==> config.mk <==
export PLATFORM = sky130hd
export DESIGN_NAME = ipc_pattern_regs
export DESIGN_NICKNAME = d
export VERILOG_FILES = /design/src/rtl/ipc_pkg.sv /design/src/rtl/ipc_pattern_regs.sv
export SDC_FILE = /design/constraint.sdc
export NUM_CORES = 1
export LEC_CHECK = 0
export ABC_AREA = 1
export CAP_MARGIN = 15
export CORE_ASPECT_RATIO = 0.7
export CORE_MARGIN = 2
export CORE_UTILIZATION = 55
export CTS_CLUSTER_SIZE = 8
export DETAILED_ROUTE_END_ITERATION = 10
export HOLD_SLACK_MARGIN = 0.1
export PLACE_DENSITY = 0.87
export SYNTH_ARGS = -nofsm -noshare
export SYNTH_HDL_FRONTEND = slang
export SYNTH_SLANG_ARGS = --single-unit
==> constraint.sdc <==
create_clock -name clk_i -period 3 [get_ports clk_i]
set_input_delay 0.45 -clock clk_i [delete_from_list [all_inputs] [get_ports clk_i]]
set_output_delay 0.45 -clock clk_i [all_outputs]
set_load 0.1 [all_outputs]
==> src/rtl/ipc_pkg.sv <==
package ipc_pkg;
  function automatic logic [7:0] pat_default(int i);
    case (i)
      0: return 8'h7A;
      1: return 8'hB6;
      2: return 8'hEA;
      3: return 8'h45;
      4: return 8'h1A;
      5: return 8'h16;
      6: return 8'hAA;
      7: return 8'hC6;
      default: return 8'h00;
    endcase
  endfunction
endpackage

==> src/rtl/ipc_pattern_regs.sv <==
module ipc_pattern_regs #(
  parameter int WORD_W  = 8,
  parameter int N_WORDS = 8,
  parameter int IDX_W   = $clog2(N_WORDS)
) (
  input  logic              clk_i,
  input  logic              rst_ni,
  input  logic              wr_i,
  input  logic [IDX_W-1:0]  wr_idx_i,
  input  logic [WORD_W-1:0] wdata_i,
  input  logic [IDX_W-1:0]  rd_idx_i,
  input  logic [IDX_W-1:0]  cmp_idx_i,
  output logic [WORD_W-1:0] rd_word_o,
  output logic [WORD_W-1:0] exp_o
);
  logic [WORD_W-1:0] word_q [N_WORDS];

  for (genvar g = 0; g < N_WORDS; g++) begin : g_word
    always_ff @(posedge clk_i or negedge rst_ni) begin
      if (!rst_ni)                                  word_q[g] <= WORD_W'(ipc_pkg::pat_default(g));
      else if (wr_i && (wr_idx_i == IDX_W'(g)))      word_q[g] <= wdata_i;
    end
  end

  assign rd_word_o = word_q[rd_idx_i];
  assign exp_o     = word_q[cmp_idx_i];
endmodule

**After elaboration in Yosys (flattened, before gate mapping)**

Index checks and enable logic that the tools add are counted.

- Flip-flop bits (word level): 64
- Input bits: 20
- Output and inout port bits: 16

- Magnitude comparators: 2
- Eq/ne operators: 7
- Multiplexer cells: 6
- Bitwise gates (word level): 2
- Reduce and logical (&&, ||, !) cells: 9

Operators with widths:

| cell | count |
|---|---|
| binary-select mux 8 bit (select 3 bit) | 2 |
| 2-to-1 mux 8 bit | 4 |
| equality test 3 bit, second input constant | 4 |
| greater-or-equal comparator 4 bit, second input constant | 2 |
| logical AND 1 bit | 8 |
| inverter 3 -> 4 bit | 2 |
| equality test 3 x 2 -> 1 bit, second input constant | 2 |
| equality test 3 x 1 -> 1 bit, second input constant | 1 |
| logical NOT 3 bit | 1 |

**Longest topological paths before layout**

- Word-level depth: 4
- Gate-level depth with buffers: 8

**Least setup slack after synthesis**

Ideal clock, no wire load.

- Path type: input to output
- Start point: input cmp_idx_i[1]
- End point: output exp_o[5]
- Data arrival time: 1754 ps
- Data required time: 2550 ps
- Setup slack: 796 ps
- Cell stages on the path: 7
- Cells stage by stage: buf_2 -> inv_1 -> buf_2 -> nand3_1 -> nand2_1 -> nand2_1 -> nand2_1

- Longest elaborated chain between the ends: 4

RTL lines:

| element | RTL line | source |
|---|---|---|
| from (decl) | ipc_pattern_regs.sv:12 | `input logic [IDX_W-1:0] cmp_idx_i,` |
| inverter 3 -> 4 bit (not written as such) | ipc_pattern_regs.sv:26 | `assign exp_o = word_q[cmp_idx_i];` |
| binary-select mux 8 bit (select 3 bit) | ipc_pattern_regs.sv:26 |  |
| 2-to-1 mux 8 bit (not written as such) (2 in series) | ipc_pattern_regs.sv:26 |  |
| to (decl) | ipc_pattern_regs.sv:14 | `output logic [WORD_W-1:0] exp_o` |

No other way between the ends. The select of a mux whose other input is x is not followed.

**Final worst setup path**

- Start point: input cmp_idx_i[1]
- End point: output exp_o[1]

The elaborated chain is that of the path after synthesis.

==> results <==
- The run finished with clean final reports.
- The aggregate global routing overflow is 0.
- The final critical-path share of the clock period is 81.2%.
- The top-area cell type share of the netlist area is 27.3%.
- The total wire length is 11100 um.
- The instance area at placement is 0.00437 mm^2.
- The finished cells cover 0.00458 mm^2.
- The number of global-route vias before repair is 3650.
- Before antenna repair, the detailed router went through 5 iterations.
- The H-tree depth reported by CTS is 3.
- The floorplan step defined a die boundary enclosing 0.00768 mm^2.
- The library cell with the largest summed area after synthesis is sky130_fd_sc_hd__nand2_1.
- The half-perimeter wire length of the detailed placement result is about 7200 um.
- The kind of cell adding the most delay to the critical path is buffers and inverters.
- In the routed layout, each cell is associated on average with a via count of 5.50.
- In this run the remaining antenna-violating nets after routing total 0.
- The power density of the placed cells is 655 mW/mm^2.
- The worst setup path is of the in2out kind.
- The worst setup margin is roughly 0.56 ns.
- In this run, post-CTS repair resized a total of 0 instances.
- The most frequent standard cell in the layout excluding fill and tap cells is sky130_fd_sc_hd__nand2_1.
- The horizontal die dimension is roughly 100 um.
- The final total power is 3.00 mW.
- The synthesis warning total is 0.
- The hold violation count in the final report is 0.
- The register bit count reported by yosys is 64.
- Setup violations remaining at the end of the flow were counted as 0.
- For this configuration, the core starts out at a cell density of 56.9%.
- The final antenna diode count is 0.
- Among all stages on the critical path, the largest delay is contributed by sky130_fd_sc_hd__inv_1.
- Input and output buffers added on the ports amount to 35.
- Setup repair after global routing left no endpoint under its margin.
- The worst IR drop on VDD is about 0.32 mV.
- Summed over all failing endpoints, the final setup total negative slack is 0 ns.
- 36 I/O pins were placed.
- The gate count of the mapped netlist is slightly below 600.
- After detailed routing, the average wire length per cell comes to 15.5 um.
- The root buffer cell chosen for the clock tree is sky130_fd_sc_hd__clkbuf_8.
- For this design, the CTS-stage hold fixing added 0 buffers.
- The class of the most critical hold timing path is in2async.
- The first global-routing pass estimated 18300 um of wire.
- Global routing used 30.7% of the available tracks across all layers.
- The final hold slack is 0.266 ns.
- The netlist uses 14 different library cells.
- The worst stage delay on the critical path is 0.48 ns.
- The maximum achievable frequency is 410 MHz.
- The largest net degree at the start of global routing is 65.
- The total number of clock tree sinks is 64.
- The routed design could run at a clock period as short as 2.44 ns.
- In this run the core area contains 25 standard-cell rows.
- The max-slew violation count is 0.
- The nature of the critical path endpoint is an output port.
- The count of filler cells inserted in the layout is approximately 580.
- The routability-driven placement congestion ratio is approximately 0.9.
- Of all nets on the critical path, the largest fanout is 16.
- Leaving out fill and tap cells, the most frequent cells in the layout are 279 x sky130_fd_sc_hd__nand2_1, 82 x sky130_fd_sc_hd__inv_1, 65 x sky130_fd_sc_hd__nand3_1, 64 x sky130_fd_sc_hd__o21ai_0.
- The required time at the endpoint of the critical path is roughly 2.6 ns.
- Timing analysis after detailed placement gives a worst setup slack of 0.620 ns.
- The arrival time of data at the critical path endpoint is 1.99 ns.
- The most flop-heavy register is word_q.
- The clock-pin slew on the worst setup and hold paths is 0.07 ns.
- The post-CTS setup-driven buffer insertion count is 0.
- The via count of the routed design is between 3000 and 4000.
- The clock reaches the later pin of the worst-skew pair after 0.35 ns.
- The ratio of cells with drive above 1 in the final layout is between 10% and 20%.
- The net total in the final layout is 634.
- In this run the mean area of a mapped cell was 6.52 um^2.
- Headroom to the max-slew limit came out at 45.7%.
- The clock tree skew after final layout is 0 ns.
- The detailed router finished its first iteration with 431 violations.
- Relative to the synthesized area, the layout overhead comes to 19.1%.
- At the pin with the least slew margin, the transition time is 0.815 ns.
- TritonCTS created 9 clock buffers.
- The cell occurring most often along the worst timing path is sky130_fd_sc_hd__nand2_1.
- The largest registers in the layout are word_q x64.
- The static leakage is ~2.5 nW.
- The number of DRC violations after detailed routing is 0.
- Counting both buffers and inverters, the worst setup path holds a total of 3.
- Synthesis produced a netlist with a net count of slightly above 600.
- For this run, the register share of the synthesized area comes to about 43%.
- The number of antenna violations at the first check in global routing is 0.
- Traced cell by cell, the critical path runs through clkdlybuf4s50_1, inv_1, nand3_1, nand2_1, nand2_1, nand2_1, buf_12.
- The number of flip-flops under the largest register name is 64.
- The number of max-capacitance violations reported is 0.
- The worst setup path is launched from an input pin.
- In this run the standard cell core region covers 0.00676 mm^2.
- Ranked by total cell area, the synthesized netlist is headed by sky130_fd_sc_hd__nand2_1 27%, sky130_fd_sc_hd__dfstp_2 22%, sky130_fd_sc_hd__dfrtp_1 21%.
- The clock passes through at most 2 buffers.
- The synthesized area is 0.00384 mm^2.
- TritonCTS built the clock tree.
- The chip height is 73.9 um.
==> worst paths after layout <==
path | to | slack (ns) | from | cells after the start
min | word_q[26] | 0.27 | rst_ni | 2
max reg2reg | word_q[1] | 2.17 | word_q[1] | 2
max | exp_o[1] | 0.56 | cmp_idx_i[1] | 7
max in group asynchronous | word_q[30] | 2.18 | rst_ni | 2
min in group clk_i | word_q[17] | 0.49 | word_q[17] | 2
min reg2reg | word_q[17] | 0.49 | word_q[17] | 2
==> cells by family after synthesis <==
logic type	after synthesis	synth area share [%]
and+or+nand+nor	349	36.6
AOI/OAI and AO/OA	64	8.34
buffers and inverters	112	12.3
DFF	64	42.7
==> power breakdown <==
group,leakage [nW],internal (mW),switching (mW)
sequential,0.736,1.09,0.0849
combinational,1.61,0.344,0.701
clock,0.109,0.449,0.331
total,2.45,1.88,1.12
==> cell type report <==
cell class | count | area, um^2 | share of cell area, %
timing repair buffer | 44 | 573 | 12.5
multi-input combinational | 413 | 1730 | 37.7
tap | 94 | 118 | 2.57
inverter | 82 | 308 | 6.73
sequential | 64 | 1640 | 35.9
clock buffer | 13 | 169 | 3.69
clock inverter | 3 | 40.0 | 0.875
==> per-layer routing <==
layer / up-vias / share of wire [%] / GRT usage [%]
met5: - / 0 / 0
met4: 0 / 1.8 / 10.2
met3: 26 / 12 / 9.99
met2: 231 / 44 / 47.4
met1: 1825 / 43 / 41.8
li1: 1842 / - / -
==> cell usage after synthesis <==
| cell | count |
|---|---|
| sky130_fd_sc_hd__dfstp_2 | 32 |
| sky130_fd_sc_hd__nor2_2 | 1 |
| sky130_fd_sc_hd__inv_1 | 82 |
| sky130_fd_sc_hd__dfrtp_1 | 32 |
| sky130_fd_sc_hd__buf_2 | 16 |
| sky130_fd_sc_hd__nand3_1 | 65 |
| sky130_fd_sc_hd__buf_6 | 4 |
| sky130_fd_sc_hd__o21ai_0 | 64 |
| sky130_fd_sc_hd__nand2_1 | 279 |
| sky130_fd_sc_hd__nor2_1 | 3 |
| sky130_fd_sc_hd__clkbuf_1 | 7 |
| sky130_fd_sc_hd__buf_4 | 1 |
| sky130_fd_sc_hd__nor3_4 | 1 |
| sky130_fd_sc_hd__buf_1 | 2 |
==> per-stage QoR <==
step           std cells  util [%]
6_report             713      67.7
5_1_grt              713      67.7
4_1_cts              713      67.7
3_5_place_dp         697      64.6
3_3_place_gp         697      64.6
2_1_floorplan        589         -
==> worst reg2reg max path: cells and delay by family (launching register included) <==
| kind | cells | cell delay (ns) |
|---|---|---|
| flops | 1 | 0.53 |
| compound gates | 1 | 0.18 |
| buf+inv | 1 | 0.05 |
Note: power is estimated with default switching activity, not from simulation.
